**src/rtl/sdh_err_pkg.sv**
```systemverilog
package sdh_err_pkg;

  localparam int unsigned WORD_W = 32;
  localparam int unsigned NERR   = 6;

  // compact error index
  localparam int unsigned E_CIDX = 0;
  localparam int unsigned E_TO   = 1;
  localparam int unsigned E_CRC  = 2;
  localparam int unsigned E_END  = 3;
  localparam int unsigned E_ACMD = 4;
  localparam int unsigned E_DMA  = 5;

  // bit position of each compact entry in the status word
  localparam int unsigned POS [NERR] = '{19, 20, 21, 22, 24, 25};

  localparam logic [2:0] CRCST_GOOD = 3'b010;

  typedef logic [NERR-1:0]   err_vec_t;
  typedef logic [WORD_W-1:0] word_t;

  function automatic word_t expand(input err_vec_t v);
    word_t w;
    w = '0;
    for (int i = 0; i < NERR; i++) w[POS[i]] = v[i];
    return w;
  endfunction

  localparam word_t DEF_MASK = expand('1);

endpackage

```
**src/rtl/sdh_err_detect.sv**
```systemverilog
module sdh_err_detect
  import sdh_err_pkg::*;
#(
  parameter int unsigned IDX_W  = 6,
  parameter int unsigned ACMD_W = 5
) (
  input  logic              clk,
  input  logic              rst,
  input  logic              rsp_stb,
  input  logic [IDX_W-1:0]  rsp_idx,
  input  logic [IDX_W-1:0]  cmd_idx,
  input  logic              idx_chk_en,
  input  logic              rd_end_stb,
  input  logic              rd_end_bit,
  input  logic              rd_crc_stb,
  input  logic              rd_crc_ok,
  input  logic              crcst_stb,
  input  logic [2:0]        crcst_tok,
  input  logic              crcst_end_bit,
  input  logic [3:0]        to_vec,
  input  logic [ACMD_W-1:0] acmd_err_vec,
  input  logic              dma_err_stb,
  input  logic              desc_stb,
  input  logic              desc_fetch_st,
  input  logic              desc_valid,
  output err_vec_t          set_c
);

  logic [ACMD_W-1:0] acmd_prev;
  logic [ACMD_W-1:0] acmd_rise;

  always_ff @(posedge clk) begin
    if (rst) acmd_prev <= '0;
    else     acmd_prev <= acmd_err_vec;
  end

  assign acmd_rise = acmd_err_vec & ~acmd_prev;

  always_comb begin
    set_c         = '0;
    set_c[E_CIDX] = rsp_stb & idx_chk_en & (rsp_idx != cmd_idx);
    set_c[E_TO]   = |to_vec;
    set_c[E_CRC]  = (rd_crc_stb & ~rd_crc_ok) |
                    (crcst_stb & (crcst_tok != CRCST_GOOD));
    set_c[E_END]  = (rd_end_stb & ~rd_end_bit) |
                    (crcst_stb & ~crcst_end_bit);
    set_c[E_ACMD] = |acmd_rise;
    set_c[E_DMA]  = dma_err_stb | (desc_stb & desc_fetch_st & ~desc_valid);
  end

endmodule

```
**src/rtl/sdh_w1c_bank.sv**
```systemverilog
module sdh_w1c_bank #(
  parameter int unsigned N = 6
) (
  input  logic         clk,
  input  logic         rst,
  input  logic [N-1:0] set_i,
  input  logic [N-1:0] clr_i,
  output logic [N-1:0] q_o
);

  for (genvar i = 0; i < N; i++) begin : g_bit
    always_ff @(posedge clk) begin
      if (rst)           q_o[i] <= 1'b0;
      else if (set_i[i]) q_o[i] <= 1'b1;   // set beats clear
      else if (clr_i[i]) q_o[i] <= 1'b0;
    end
  end

endmodule

```
**src/rtl/sdh_err_regs.sv**
```systemverilog
module sdh_err_regs
  import sdh_err_pkg::*;
(
  input  logic     clk,
  input  logic     rst,
  input  logic     bus_wr,
  input  logic     bus_addr,
  input  word_t    bus_wdata,
  input  err_vec_t stat_c,
  output err_vec_t clr_c,
  output word_t    bus_rdata,
  output logic     irq
);

  err_vec_t mask_c;
  err_vec_t wdata_c;
  logic     unused_wbits;

  for (genvar i = 0; i < NERR; i++) begin : g_pick
    assign wdata_c[i] = bus_wdata[POS[i]];
  end

  assign unused_wbits = ^(bus_wdata & ~DEF_MASK);

  assign clr_c = (bus_wr && !bus_addr) ? wdata_c : '0;

  always_ff @(posedge clk) begin
    if (rst)                  mask_c <= '0;
    else if (bus_wr && bus_addr) mask_c <= wdata_c;
  end

  assign bus_rdata = bus_addr ? expand(mask_c) : expand(stat_c);
  assign irq       = |(stat_c & mask_c);

endmodule

```
**src/rtl/sdh_err_status.sv**
```systemverilog
module sdh_err_status
  import sdh_err_pkg::*;
#(
  parameter int unsigned IDX_W  = 6,
  parameter int unsigned ACMD_W = 5
) (
  input  logic              clk,
  input  logic              rst,
  input  logic              bus_wr,
  input  logic              bus_addr,
  input  logic [31:0]       bus_wdata,
  output logic [31:0]       bus_rdata,
  output logic              irq,
  input  logic              rsp_stb,
  input  logic [IDX_W-1:0]  rsp_idx,
  input  logic [IDX_W-1:0]  cmd_idx,
  input  logic              idx_chk_en,
  input  logic              rd_end_stb,
  input  logic              rd_end_bit,
  input  logic              rd_crc_stb,
  input  logic              rd_crc_ok,
  input  logic              crcst_stb,
  input  logic [2:0]        crcst_tok,
  input  logic              crcst_end_bit,
  input  logic              to_busy_rsp,
  input  logic              to_busy_wr,
  input  logic              to_crcst,
  input  logic              to_rd_data,
  input  logic [ACMD_W-1:0] acmd_err_vec,
  input  logic              dma_err_stb,
  input  logic              desc_stb,
  input  logic              desc_fetch_st,
  input  logic              desc_valid
);

  err_vec_t set_c;
  err_vec_t clr_c;
  err_vec_t stat_c;
  word_t    stat_word;

  sdh_err_detect #(.IDX_W(IDX_W), .ACMD_W(ACMD_W)) u_detect (
    .clk           (clk),
    .rst           (rst),
    .rsp_stb       (rsp_stb),
    .rsp_idx       (rsp_idx),
    .cmd_idx       (cmd_idx),
    .idx_chk_en    (idx_chk_en),
    .rd_end_stb    (rd_end_stb),
    .rd_end_bit    (rd_end_bit),
    .rd_crc_stb    (rd_crc_stb),
    .rd_crc_ok     (rd_crc_ok),
    .crcst_stb     (crcst_stb),
    .crcst_tok     (crcst_tok),
    .crcst_end_bit (crcst_end_bit),
    .to_vec        ({to_rd_data, to_crcst, to_busy_wr, to_busy_rsp}),
    .acmd_err_vec  (acmd_err_vec),
    .dma_err_stb   (dma_err_stb),
    .desc_stb      (desc_stb),
    .desc_fetch_st (desc_fetch_st),
    .desc_valid    (desc_valid),
    .set_c         (set_c)
  );

  sdh_w1c_bank #(.N(NERR)) u_bank (
    .clk   (clk),
    .rst   (rst),
    .set_i (set_c),
    .clr_i (clr_c),
    .q_o   (stat_c)
  );

  sdh_err_regs u_regs (
    .clk       (clk),
    .rst       (rst),
    .bus_wr    (bus_wr),
    .bus_addr  (bus_addr),
    .bus_wdata (bus_wdata),
    .stat_c    (stat_c),
    .clr_c     (clr_c),
    .bus_rdata (bus_rdata),
    .irq       (irq)
  );

  assign stat_word = expand(stat_c);

endmodule

```
**config.mk**
```make
export PLATFORM = sky130hd
export DESIGN_NAME = sdh_err_status
export DESIGN_NICKNAME = d
export VERILOG_FILES = /design/src/rtl/sdh_err_pkg.sv /design/src/rtl/sdh_err_detect.sv /design/src/rtl/sdh_w1c_bank.sv /design/src/rtl/sdh_err_regs.sv /design/src/rtl/sdh_err_status.sv
export SDC_FILE = /design/constraint.sdc
export NUM_CORES = 1
export LEC_CHECK = 0
export CAP_MARGIN = 20
export CORE_MARGIN = 8
export CORE_UTILIZATION = 31
export DETAILED_ROUTE_END_ITERATION = 16
export GPL_TIMING_DRIVEN = 1
export HOLD_SLACK_MARGIN = 0.02
export PLACE_DENSITY_LB_ADDON = 0.1
export SYNTH_ARGS = -nofsm -noshare
export SYNTH_HDL_FRONTEND = slang
export SYNTH_SLANG_ARGS = --single-unit
```
**constraint.sdc**
```tcl
create_clock -name clk -period 1.8 [get_ports clk]
set_input_delay 0.18 -clock clk [delete_from_list [all_inputs] [get_ports clk]]
set_output_delay 0.18 -clock clk [all_outputs]
set_load 0.1 [all_outputs]
```
==> flow_metrics.env <==
export IMPL_yosysWarningCount=0
export IMPL_hold_viol=0
export IMPL_timing_critical_path_to="bus_rdata[22]"
export IMPL_max_cap_viol_count=0
export IMPL_antenna_found_initial=0
export IMPL_cp_slowest_cell="clkdlybuf4s50_1"
export IMPL_critical_path_startpoint="bus_addr"
export IMPL_cp_cell_sequence="clkdlybuf4s50_1 -> buf_4 -> mux2_1 -> buf_12"
export IMPL_cts_hold_buffers=0
export IMPL_clk_pin_slew_ns=0.10
export IMPL_place_congestion=0.691
export IMPL_die_h_um=73.7
export IMPL_finalNonFillerCells=224
export IMPL_row_count=21
export IMPL_yosysMostFrequentCell="buf_4"
export IMPL_io_pin_count=105
export IMPL_synth_top_area_cell="dfxtp_1"
export IMPL_cts_num_sinks=17
export IMPL_slew_violations=0
export IMPL_synth_area_leaders="dfxtp_1 (33%), buf_4 (20%), xor2_1 (5.1%)"
export IMPL_avgSynthCellArea_um2=8.39
export IMPL_finClkSkew_ns=0.000286
export IMPL_synth_top_cell_area_share_pct=33.0
export IMPL_cts_setup_buffers=0
export IMPL_post_cts_resized=0
export IMPL_synthArstFlopShare_pct=0
export IMPL_ys_top_cells_by_count="buf_4 (28), dfxtp_1 (17), inv_1 (11)"
export IMPL_holdCritPathClass="input port to flip-flop"
export IMPL_track_usage_pct=10.3
export IMPL_required_ns=1.62
export IMPL_syn_inst=123
export IMPL_r2r_end="u_bank.q_o[4]"
export IMPL_finalSetupTns_ns=0
export IMPL_cellPowerDensity_mw_per_mm2=749
export IMPL_synth_edf_count=0
export IMPL_status="completed"
export IMPL_ys_seq_area_share_pct=33.0
export IMPL_numPortBuffers=52
export IMPL_rrSetupSlack_ns=0.85
export IMPL_worstSkewPairLatency_ns=0.28
export IMPL_syn_area_mm2=0.00103
export IMPL_synthToLayoutAreaGrowth_pct=55.8
export IMPL_setup_viol=0
export IMPL_coreArea_mm2=0.00326
export IMPL_final_layout_size_suffix_gt1_share_pct=10.7
export IMPL_cts_buffers_inserted=3
export IMPL_slew_headroom_pct=57.2
export IMPL_grt_max_degree=18
export IMPL_initial_core_util_pct=31.7
export IMPL_final_antenna_net_count=0
export IMPL_htree_levels=1
export IMPL_multiInputGateArea_um2=529
export IMPL_clock_fmax_mhz=637
export IMPL_setup_worst_path_start_class="input port"
export IMPL_rr_worst_depth=3
export IMPL_path_class="input port to output port"
export IMPL_dpl_cell_count=220
export IMPL_gr_total_overflow=0
export IMPL_routed_via_count=947
export IMPL_slowest_delay_ns=0.45
export IMPL_min_period_ns=1.57
export IMPL_first_pass_iters=4
export IMPL_worstPathArrival_ns=1.39
export IMPL_power_mw=1.20
export IMPL_drt_iter0_markers=28
export IMPL_worst_pin_slew_ns=0.641
export IMPL_dieArea_mm2=0.00543
export IMPL_yosysUniqueCellTypes=21
export IMPL_regArea_um2=340
export IMPL_cts_tree="built"
export IMPL_grt_pass1_vias=983
export IMPL_cts_buffer_depth=2
export IMPL_fin_crit_sh_pct=87.2
export IMPL_final_util_pct=49.3
export IMPL_fillers=350
export IMPL_route_detailed_drc=0
export IMPL_wl_per_cell_um=12.4
export IMPL_dp_final_hpwl_um=2430
export IMPL_grt_pass1_wl_um=4390
export IMPL_wl_um=2780
export IMPL_viasPerCell=4.23
export IMPL_whs_ns=0.470
export IMPL_cts_root_buf="clkbuf_4"
export IMPL_rsz0062_at_grt="no"
export IMPL_r2r_start="u_detect.acmd_prev[1]"
export IMPL_synth_ff_type="dfxtp_1"
export IMPL_peakVddDrop_mv=0.493
export IMPL_insertedDiodeCount=0
export IMPL_ys_seq_elements=17
export IMPL_die_x_um=73.7
export IMPL_path_max_fanout=13
export IMPL_p_leak_nw=0.676
export IMPL_nNetsFinal=251
export IMPL_worstSetupEndpointType="output port"
[metal layers]
layer	global-route usage (%)	wire length (um)
met2	19.9	1610
met3	4.37	232
met1	9.77	917
met4	2.00	16
met5	0	0
[state kept, by name, indices dropped and copies added (netlist names)]
name	cells
u_bank.q_o	6
u_regs.mask_c	6
u_detect.acmd_prev	5
[cell type report]
type	count	share of cell area [%]
Clock buffer	4	1.63
Inverter	11	2.57
Timing Repair Buffer	55	38.1
Tap cell	46	3.58
Multi-Input combinational cell	91	32.9
Sequential cell	17	21.2
[cell families after synthesis]
group / share of synthesized area (%)
mux: 6.54
simple gates: 13.9
compound gates: 16.2
flops: 33.0
xor+xnor: 5.09
other cells: 0.363
buf+inv: 24.8
[worst min-delay path by stage]
stage / startpoint / cells after the start / end
after global routing: bus_wdata[25] / 3 / u_regs.mask_c[5]
after CTS: rd_crc_stb / 3 / u_bank.q_o[2]
after detailed placement: u_regs.mask_c[0] / 2 / u_regs.mask_c[0]
after global placement: u_regs.mask_c[0] / 2 / u_regs.mask_c[0]
final: rd_crc_stb / 3 / u_bank.q_o[2]
after floorplan: rst / 1 / u_bank.q_o[0]
[stage by stage]
| stage | cell area (um^2) | setup WS, ns |
|---|---|---|
| 6_report | 1610 | 0.231 |
| 5_1_grt | 1610 | 0.182 |
| 4_1_cts | 1610 | 0.229 |
| 3_5_place_dp | 1580 | 0.230 |
| 3_3_place_gp | 1580 | 0.223 |
| 2_1_floorplan | 1130 | 0.394 |
[worst max-delay path: cells and delay by family]
kind / cells / cell delay [ns]
mux: 1 / 0.38
buf+inv: 3 / 0.82
[report_power, final]
group / internal [mW] / switching [mW] / leakage (nW)
clock: 0.0860 / 0.116 / 0.0150
combinational: 0.179 / 0.411 / 0.520
sequential: 0.398 / 0.0135 / 0.141
[cell usage in the layout (no fill, tap or decap)]
cell             synthesis  layout
clkbuf_4                 0       3
nand2_1                  7       7
dfxtp_1                 17      17
nor4_1                   2       2
a22oi_1                  4       4
a31oi_1                  4       4
nand3_1                  7       7
inv_1                   11      11
a21oi_1                  9       9
buf_4                   28       3
xor2_1                   6       6
conb_1                   1      26
nand3b_1                 1       1
o21ai_1                  5       5
clkbuf_1                 0       1
buf_12                   0       7
clkdlybuf4s50_1          0      45
a222oi_1                 1       1
a211oi_2                 2       2
o31ai_1                  1       1
nand2b_1                 4       4
mux2_2                   4       4
mux2_1                   2       2
nor2b_1                  6       6
(Power assumes the default switching activity.)
